[src/rtl/phy_status_pkg.sv]
package phy_status_pkg;

  typedef enum logic [1:0] {
    PS_P0  = 2'b00,
    PS_P0S = 2'b01,
    PS_P1  = 2'b10,
    PS_P2  = 2'b11
  } pwr_state_e;

  typedef enum logic [1:0] {
    DET_IDLE,
    DET_SENSE,
    DET_HOLD
  } det_state_e;

  localparam logic [2:0] CODE_NONE    = 3'b000;
  localparam logic [2:0] CODE_PRESENT = 3'b011;

  // Result code reported alongside the completion pulse.
  function automatic logic [2:0] det_code(input logic present);
    return present ? CODE_PRESENT : CODE_NONE;
  endfunction

  // True once the settle counter has reached its limit.
  function automatic logic count_done(input int unsigned cnt, input int unsigned limit);
    return cnt >= limit;
  endfunction

endpackage

[src/rtl/psc_lock_timer.sv]
module psc_lock_timer
  import phy_status_pkg::*;
#(
  parameter int unsigned LOCK_CYCLES = 4175
) (
  input  logic clk,
  input  logic rst_n,
  input  logic pll_lock,
  output logic ready
);
  localparam int unsigned CW = $clog2(LOCK_CYCLES + 1);

  logic [CW-1:0] settle_cnt;
  logic          ready_q;
  logic          settle_done;

  assign settle_done = count_done(int'(settle_cnt), LOCK_CYCLES);

  always_ff @(posedge clk or negedge rst_n) begin
    if (!rst_n) begin
      settle_cnt <= '0;
      ready_q    <= 1'b0;
    end else begin
      if (!settle_done) settle_cnt <= settle_cnt + 1'b1;
      if (settle_done && pll_lock) ready_q <= 1'b1;
    end
  end

  assign ready = ready_q;

  // ready is sticky until the next reset
  a_r2_ready_sticky: assert property (@(posedge clk) disable iff (!rst_n)
    ready_q |=> ready_q);

  // ready can only appear after the lock indication was seen
  a_r2_lock_seen: assert property (@(posedge clk) disable iff (!rst_n)
    $rose(ready_q) |-> $past(pll_lock));

endmodule

[src/rtl/psc_detect_fsm.sv]
module psc_detect_fsm
  import phy_status_pkg::*;
#(
  parameter int unsigned DET_CYCLES = 64
) (
  input  logic       clk,
  input  logic       rst_n,
  input  logic       ready,
  input  logic       det_req,
  input  logic [1:0] pwr_state,
  input  logic       far_present,
  output logic       done_pulse,
  output logic [2:0] code
);
  localparam int unsigned CW = $clog2(DET_CYCLES + 1);

  det_state_e    st;
  logic [CW-1:0] sense_cnt;
  logic          pulse_q;
  logic [2:0]    code_q;
  logic          start;
  logic          busy;
  logic          sense_last;

  assign start      = (st == DET_IDLE) && ready && det_req && (pwr_state == PS_P1);
  assign busy       = (st == DET_SENSE);
  assign sense_last = count_done(int'(sense_cnt) + 1, DET_CYCLES);

  always_ff @(posedge clk or negedge rst_n) begin
    if (!rst_n) begin
      st        <= DET_IDLE;
      sense_cnt <= '0;
      pulse_q   <= 1'b0;
      code_q    <= CODE_NONE;
    end else begin
      pulse_q <= 1'b0;
      code_q  <= CODE_NONE;
      case (st)
        DET_IDLE: begin
          if (start) begin
            st        <= DET_SENSE;
            sense_cnt <= '0;
          end
        end
        DET_SENSE: begin
          if (sense_last) begin
            pulse_q <= 1'b1;
            code_q  <= det_code(far_present);
            st      <= DET_HOLD;
          end else begin
            sense_cnt <= sense_cnt + 1'b1;
          end
        end
        DET_HOLD: begin
          if (!det_req) st <= DET_IDLE;
        end
        default: st <= DET_IDLE;
      endcase
    end
  end

  assign done_pulse = pulse_q;
  assign code       = code_q;

  // a detection only starts from P1 with the block ready
  a_r3_start_in_p1: assert property (@(posedge clk) disable iff (!rst_n)
    $rose(busy) |-> ($past(pwr_state) == PS_P1) && $past(ready));

  // completion pulse lasts one cycle
  a_r4_one_cycle: assert property (@(posedge clk) disable iff (!rst_n)
    done_pulse |=> !done_pulse);

  // code is quiet outside the pulse
  a_r4_quiet_code: assert property (@(posedge clk) disable iff (!rst_n)
    !done_pulse |-> (code == CODE_NONE));

  // only the two legal result codes appear
  a_r5_code_legal: assert property (@(posedge clk) disable iff (!rst_n)
    done_pulse |-> (code == CODE_NONE || code == CODE_PRESENT));

  // a pulse is always the answer to a request that was held
  a_r6_req_held: assert property (@(posedge clk) disable iff (!rst_n)
    done_pulse |-> $past(det_req));

endmodule

[src/rtl/psc_beacon.sv]
module psc_beacon
  import phy_status_pkg::*;
(
  input  logic       clk,
  input  logic       rst_n,
  input  logic       ready,
  input  logic [1:0] pwr_state,
  input  logic       tx_idle,
  input  logic       rx_idle,
  output logic       tx_en,
  output logic       seen
);
  logic rx_idle_q;
  logic tx_en_q;
  logic seen_q;
  logic in_p2;

  assign in_p2 = (pwr_state == PS_P2);

  always_ff @(posedge clk or negedge rst_n) begin
    if (!rst_n) begin
      rx_idle_q <= 1'b1;
      tx_en_q   <= 1'b0;
      seen_q    <= 1'b0;
    end else begin
      rx_idle_q <= rx_idle;
      tx_en_q   <= ready && in_p2 && !tx_idle;
      seen_q    <= in_p2 && rx_idle_q && !rx_idle;
    end
  end

  assign tx_en = tx_en_q;
  assign seen  = seen_q;

  // beacon only sent when P2 was requested
  a_r7_tx_p2: assert property (@(posedge clk) disable iff (!rst_n)
    tx_en |-> ($past(pwr_state) == PS_P2) && !$past(tx_idle));

  // beacon flag follows a sampled low receive-idle
  a_r8_seen_low: assert property (@(posedge clk) disable iff (!rst_n)
    seen |-> !$past(rx_idle));

  // beacon flag is a single-cycle event
  a_r8_seen_single: assert property (@(posedge clk) disable iff (!rst_n)
    seen |=> !seen);

endmodule

[src/rtl/phy_status_ctrl.sv]
module phy_status_ctrl
  import phy_status_pkg::*;
#(
  parameter int unsigned LOCK_CYCLES = 4175,
  parameter int unsigned DET_CYCLES  = 64
) (
  input  logic       clk,
  input  logic       rst_n,
  input  logic       pll_lock,
  input  logic [1:0] pwr_state,
  input  logic       det_req,
  input  logic       far_present,
  input  logic       tx_idle,
  input  logic       rx_idle,
  output logic       phy_status,
  output logic [2:0] rx_status,
  output logic       beacon_tx_en,
  output logic       beacon_seen
);
  logic       ready;
  logic       det_done;
  logic [2:0] det_result;

  psc_lock_timer #(.LOCK_CYCLES(LOCK_CYCLES)) u_lock (
    .clk      (clk),
    .rst_n    (rst_n),
    .pll_lock (pll_lock),
    .ready    (ready)
  );

  psc_detect_fsm #(.DET_CYCLES(DET_CYCLES)) u_det (
    .clk         (clk),
    .rst_n       (rst_n),
    .ready       (ready),
    .det_req     (det_req),
    .pwr_state   (pwr_state),
    .far_present (far_present),
    .done_pulse  (det_done),
    .code        (det_result)
  );

  psc_beacon u_bcn (
    .clk       (clk),
    .rst_n     (rst_n),
    .ready     (ready),
    .pwr_state (pwr_state),
    .tx_idle   (tx_idle),
    .rx_idle   (rx_idle),
    .tx_en     (beacon_tx_en),
    .seen      (beacon_seen)
  );

  assign phy_status = !ready || det_done;
  assign rx_status  = det_result;

  // strobe is high whenever reset is held
  always @(posedge clk) begin
    if (!rst_n) begin
      a_r1_status_in_reset: assert (phy_status && rx_status == CODE_NONE);
    end
  end

  // the strobe never returns high after ready except for a detect pulse
  a_r2_status_source: assert property (@(posedge clk) disable iff (!rst_n)
    (phy_status && !$past(phy_status)) |-> det_done);

endmodule

[config.mk]
export PLATFORM = sky130hd
export DESIGN_NAME = phy_status_ctrl
export DESIGN_NICKNAME = d
export VERILOG_FILES = /design/src/rtl/phy_status_pkg.sv /design/src/rtl/psc_lock_timer.sv /design/src/rtl/psc_detect_fsm.sv /design/src/rtl/psc_beacon.sv /design/src/rtl/phy_status_ctrl.sv
export SDC_FILE = /design/constraint.sdc
export NUM_CORES = 1
export LEC_CHECK = 0
export BUFFER_PORTS_ARGS = -buffer_cell sky130_fd_sc_hd__buf_2
export CAP_MARGIN = 10
export CORE_ASPECT_RATIO = 1.4
export CORE_MARGIN = 1.5
export CORE_UTILIZATION = 45
export DETAILED_ROUTE_END_ITERATION = 10
export PLACE_DENSITY = 0.72
export SYNTH_ARGS = -nofsm -noshare
export SYNTH_HDL_FRONTEND = slang
export SYNTH_SLANG_ARGS = --single-unit
[constraint.sdc]
create_clock -name clk -period 2.06 [get_ports clk]
set_clock_uncertainty 0.2 [all_clocks]
set_input_delay 0.103 -clock clk [delete_from_list [all_inputs] [get_ports clk]]
set_output_delay 0.103 -clock clk [all_outputs]
set_load 0.005 [all_outputs]
# == Word level (Yosys, flattened, before mapping) ==
# Index checks and enable logic that the tools add are counted.
# W data, S select, Z words.
# totals
register_bits,30
elab_cells,50
in_bits,9
output_inout_bits,6
# classes
magnitude_cmp,2
n_reduce_logical,16
addsub,3
mux,12
n_eq_ne,8
# ops
op,n
$ge A32 B7 Y1 const B,1
$mux W7,2
$pmux W7 S2,1
$add A13 B1 Y13 const B,1
$ge A13 B13 Y1 const B,1
$add A7 B1 Y8 const B,1
$logic_and A1 B1 Y1,8
$mux W2,4
$add A7 B1 Y7 const B,1
$eq A2 B2 Y1 const B,3
$mux W3,2
$ne A2 B2 Y1 const B,3
$pmux W2 S3,1
$reduce_and A3 Y1,2
$logic_not A1 Y1,3
$eq A2 B1 Y1 const B,1
$logic_not A2 Y1,1
$mux W1,2
$ne A2 B1 Y1 const B,1
$reduce_bool A2 Y1,1
$logic_or A1 B1 Y1,1

# == Longest topological paths before layout ==
# logic_depth
word_depth,6
mapped_depth,7
depth_no_buf,6

# == By module ==
# A second synthesis with hierarchy kept.
# unflattened
cells_unflattened,133
area_unflattened_um2,1411.4
# modules_own_cells
module,cells_each,instances,area_per_inst_um2,seq_area_each_um2
psc_lock_timer,64,1,691.9,350.3
psc_detect_fsm,63,1,616.8,275.3
psc_beacon,5,1,96.3,76.3
phy_status_ctrl,1,1,6.3,0.0

# == Worst setup path after synthesis ==
# Ideal clock, no wire load.
# synth_timing
kind,flip-flop to flip-flop
start,register u_det.sense_cnt[0]
end,register u_det.sense_cnt[2]
arrival_ns,1.532
required_ns,1.778
period_less_slack_ns,1.813
path_buffers,1
path_stages_with_launch,8
setup_ns,0.082
path_slack_ns,0.247
path_cell_list,dfrtp_1 > ha_1 > nand3_1 > or2_4 > mux2i_4 > a21o_1 > buf_6 > a31oi_1
# synth_between
elab_chain_len,4
word_cells_on_any_way,7
classes_between,add/sub (2); order compare (1); eq/ne (1); mux (2); reduce/logical (1)
# synth_lines
item,line_no,rtl
start: declaration,psc_detect_fsm.sv:18,logic [CW-1:0] sense_cnt;
start signal: assignment,psc_detect_fsm.sv:51,sense_cnt <= sense_cnt + 1'b1;
$add A7 B1 Y8,psc_detect_fsm.sv:27,"assign sense_last = count_done(int'(sense_cnt) + 1, DET_CYCLES);"
$ge A32 B7 Y1,phy_status_pkg.sv:26,return cnt >= limit;
$ne A2 B2 Y1 (no line),-,
$reduce_and A3 Y1 (no line),-,
# Several ways; a longest one is shown, not always the timed one. The select of a mux whose other input is x is not followed.
# A chain may end at the register's enable or synchronous reset.

# == Worst setup path in the final report ==
# layout_timing
start,register u_det.sense_cnt[0]
end,register u_det.sense_cnt[3]
# The elaborated chain is that of the path after synthesis.

==> impl_metrics.tcl <==
set metrics [dict create \
    finalSetupTns_ns 0 \
    grt_max_degree 29 \
    timing.final.crit_share_pct 93.8 \
    core-area_sq_um 2820 \
    r2r-end "u_det.sense_cnt[3]" \
    min_path_cells 3 \
    nFillCells 269 \
    dr.pass1.iters 4 \
    yosysTopAreaCell "dfrtp_1" \
    reg2regPathDepth 6 \
    hpwl_um 1720 \
    syn_area_sq_um 1320 \
    status "completed" \
    worst_hold_path.endpoint "u_det.st[1]" \
    die_w_um 48.8 \
    path_clk_slew_ns 0.09 \
    grt.met2_usage_pct 34.4 \
    syn_inst 119 \
    final_net_count 155 \
    fin_total_pwr_w 0.000881 \
    io_buffers 13 \
    crit_path_max_fanout 8 \
    ys_seq_area_share_pct 53.2 \
    drive_above_1_share_pct 18.3 \
    vias_per_cell 5.24 \
    die_h_um 67.1 \
    mostFrequentLayoutCell "dfrtp_1" \
    ys_warn_count 0 \
    postSynthRegisterBits 28 \
    clock_path_buffers 2 \
    clock_latency_ns 0.27 \
    met3_usage_pct 2.69 \
    antenna_found_initial 0 \
    cts_num_sinks 28 \
    htree_levels 1 \
    regArea_sq_um 702 \
    utilization_pct 54.6 \
    start_util_pct 46.8 \
    wl_per_cell_um 13.4 \
    wl_um 2400 \
    slew_headroom_pct 58.7 \
    hold_violations 0 \
    worst-setup-path-type "reg -> reg" \
    irDropWorstVdd_mv 0.445 \
    drt-initial-drc-count 10 \
    slew_violations 0 \
    cp-start-kind "flip-flop" \
    row_count 23 \
    use_met1_pct 18.0 \
    hold_class "in -> reg" \
    synthTopCellsByArea "dfrtp_1 51%, xnor2_1 6.0%, nand3_1 3.8%" \
    whs_ns 0.0800 \
    num_antenna_cells 0 \
    area_growth_pct 16.7 \
    arrival_ns 1.92 \
    antenna_left 0 \
    multiInputGateArea_sq_um 578 \
    syn_area_per_cell_sq_um 11.1 \
    cts_buffers 3 \
    cts-root-buf "clkbuf_8" \
    reg2reg_from "u_det.sense_cnt[0]" \
    end_kind "flip-flop" \
    ios 15 \
    gp_congestion 0.806 \
    die-area_sq_um 3270 \
    grt_overflow_total 0 \
    synthDominantCellAreaShare_pct 51.2 \
    cts_tree "yes" \
    grt_pass1_wl_um 4380 \
    critPathRequiredTime_ns 2.05 \
    leakage_nw 0.708 \
    power_density_nw_per_um2 572 \
    layout_common_cells "27 x dfrtp_1, 13 x buf_2, 11 x nand2_1" \
    timing.fmax_mhz 517 \
    cap_violations 0 \
    r2r_setup_slack_ns 0.13 \
    postPlaceCellArea_sq_um 1400 \
    rsz0062_at_grt "no" \
    gr-max-usage-layer "met2" \
    worstMarginPinSlew_ns 0.620 \
    drcViolationCount 0 \
    synthDistinctLibCells 37 \
    grt_pass1_vias 1042 \
    hp-start "det_req" \
    setup_viol 0 \
    synth_fp_nets 131 \
    post-route-min-period_ns 1.93 \
    vias 938 \
    post-route-cell-area_sq_um 1540 \
    gr-usage-all-layers_pct 17.4 \
]
worst max-delay path by stage:
stage	cells past startpoint	to	startpoint	slack, ns
floorplan	7	u_det.sense_cnt[2]	u_det.sense_cnt[0]	0.25
global route	6	u_det.sense_cnt[5]	u_det.sense_cnt[1]	0.003
finish	6	u_det.sense_cnt[3]	u_det.sense_cnt[0]	0.13
global placement	6	u_det.sense_cnt[2]	u_det.sense_cnt[0]	0.23
CTS	6	u_det.sense_cnt[3]	u_det.sense_cnt[0]	0.09
detailed placement	6	u_det.sense_cnt[3]	u_det.sense_cnt[0]	0.11
state kept, by name (all words and copies together) (netlist names):
name               count
u_bcn.rx_idle_q        1
u_lock.ready           1
u_det.st               2
u_bcn.seen             1
u_det.sense_cnt        7
u_det.done_pulse       1
u_det.code             1
u_lock.settle_cnt     13
u_bcn.tx_en            1
worst max-delay path, stage by stage, from the launching register on:
cell	delay, ns
dfrtp_1	0.40
ha_2	0.23
nand3_1	0.09
or2_4	0.28
mux2i_4	0.20
a21o_1	0.25
a31oi_1	0.20
where the power goes:
part / switching [W] / total (W) / leakage [nW] / internal (W)
logic: 0.0000167 / 0.0000325 / 0.349 / 0.0000158
registers: 0.000000446 / 0.000552 / 0.337 / 0.000551
clock network: 0.000158 / 0.000296 / 0.0228 / 0.000138
total: 0.000175 / 0.000881 / 0.708 / 0.000705
what timing repair did:
item | 4_1_cts | 5_1_grt
setup buffers | 0 | 1
endpoints found under the hold margin | 32 | 0
hold buffers | 8 | 0
setup endpoints to repair | 0 | 4
resized for setup | 0 | 1
area by class of cell:
class	count	share of cell area, %
multi-input cells	84	37.6
clock buffers	4	2.93
well taps	37	3.01
inverters	4	0.976
repair buffers	22	9.92
flip-flops and latches	28	45.6
logic make-up (layout without fill, tap and decap cells):
logic type / count (synthesis) / count (layout) / share of synthesized area (%)
and+or+nand+nor: 46 / 46 / 18.8
DFF: 28 / 28 / 53.2
AOI/OAI and AO/OA: 22 / 22 / 12.5
xor gates and xnor gates: 10 / 10 / 6.64
buffers and inverters: 7 / 30 / 3.13
adders and majority gates: 3 / 3 / 2.85
muxes: 2 / 2 / 2.56
other: 1 / 1 / 0.284
synthesized netlist by cell type, drive strengths merged:
master	count
and4b	1
nand2	12
and3	3
a32o	1
a2111oi	1
nor4bb	1
conb	1
ha	3
a41oi	1
or2	1
o21bai	1
mux2i	1
nand2b	3
nand3	10
and2	1
a31oi	7
inv	4
o21ai	4
nor4	1
xnor2	9
a31o	1
a21oi	3
buf	3
nor2b	3
a21o	3
nand4b	1
dfstp	1
dfrtp	27
mux2	1
nor2	6
nand4	1
xor2	1
nor3b	2
metal layers:
layer | up-vias | wire length, um
met2 | 13 | 1350
met3 | 2 | 45
met5 | - | 0
met4 | 0 | 19
li1 | 465 | -
met1 | 458 | 994
stage by stage:
step / instances / setup slack [ns]
floorplan: 119 / 0.247
global placement: 166 / 0.228
detailed placement: 166 / 0.114
CTS: 178 / 0.0936
global route: 179 / 0.00303
finish: 179 / 0.127
Note: power is estimated with default switching activity, not from simulation.
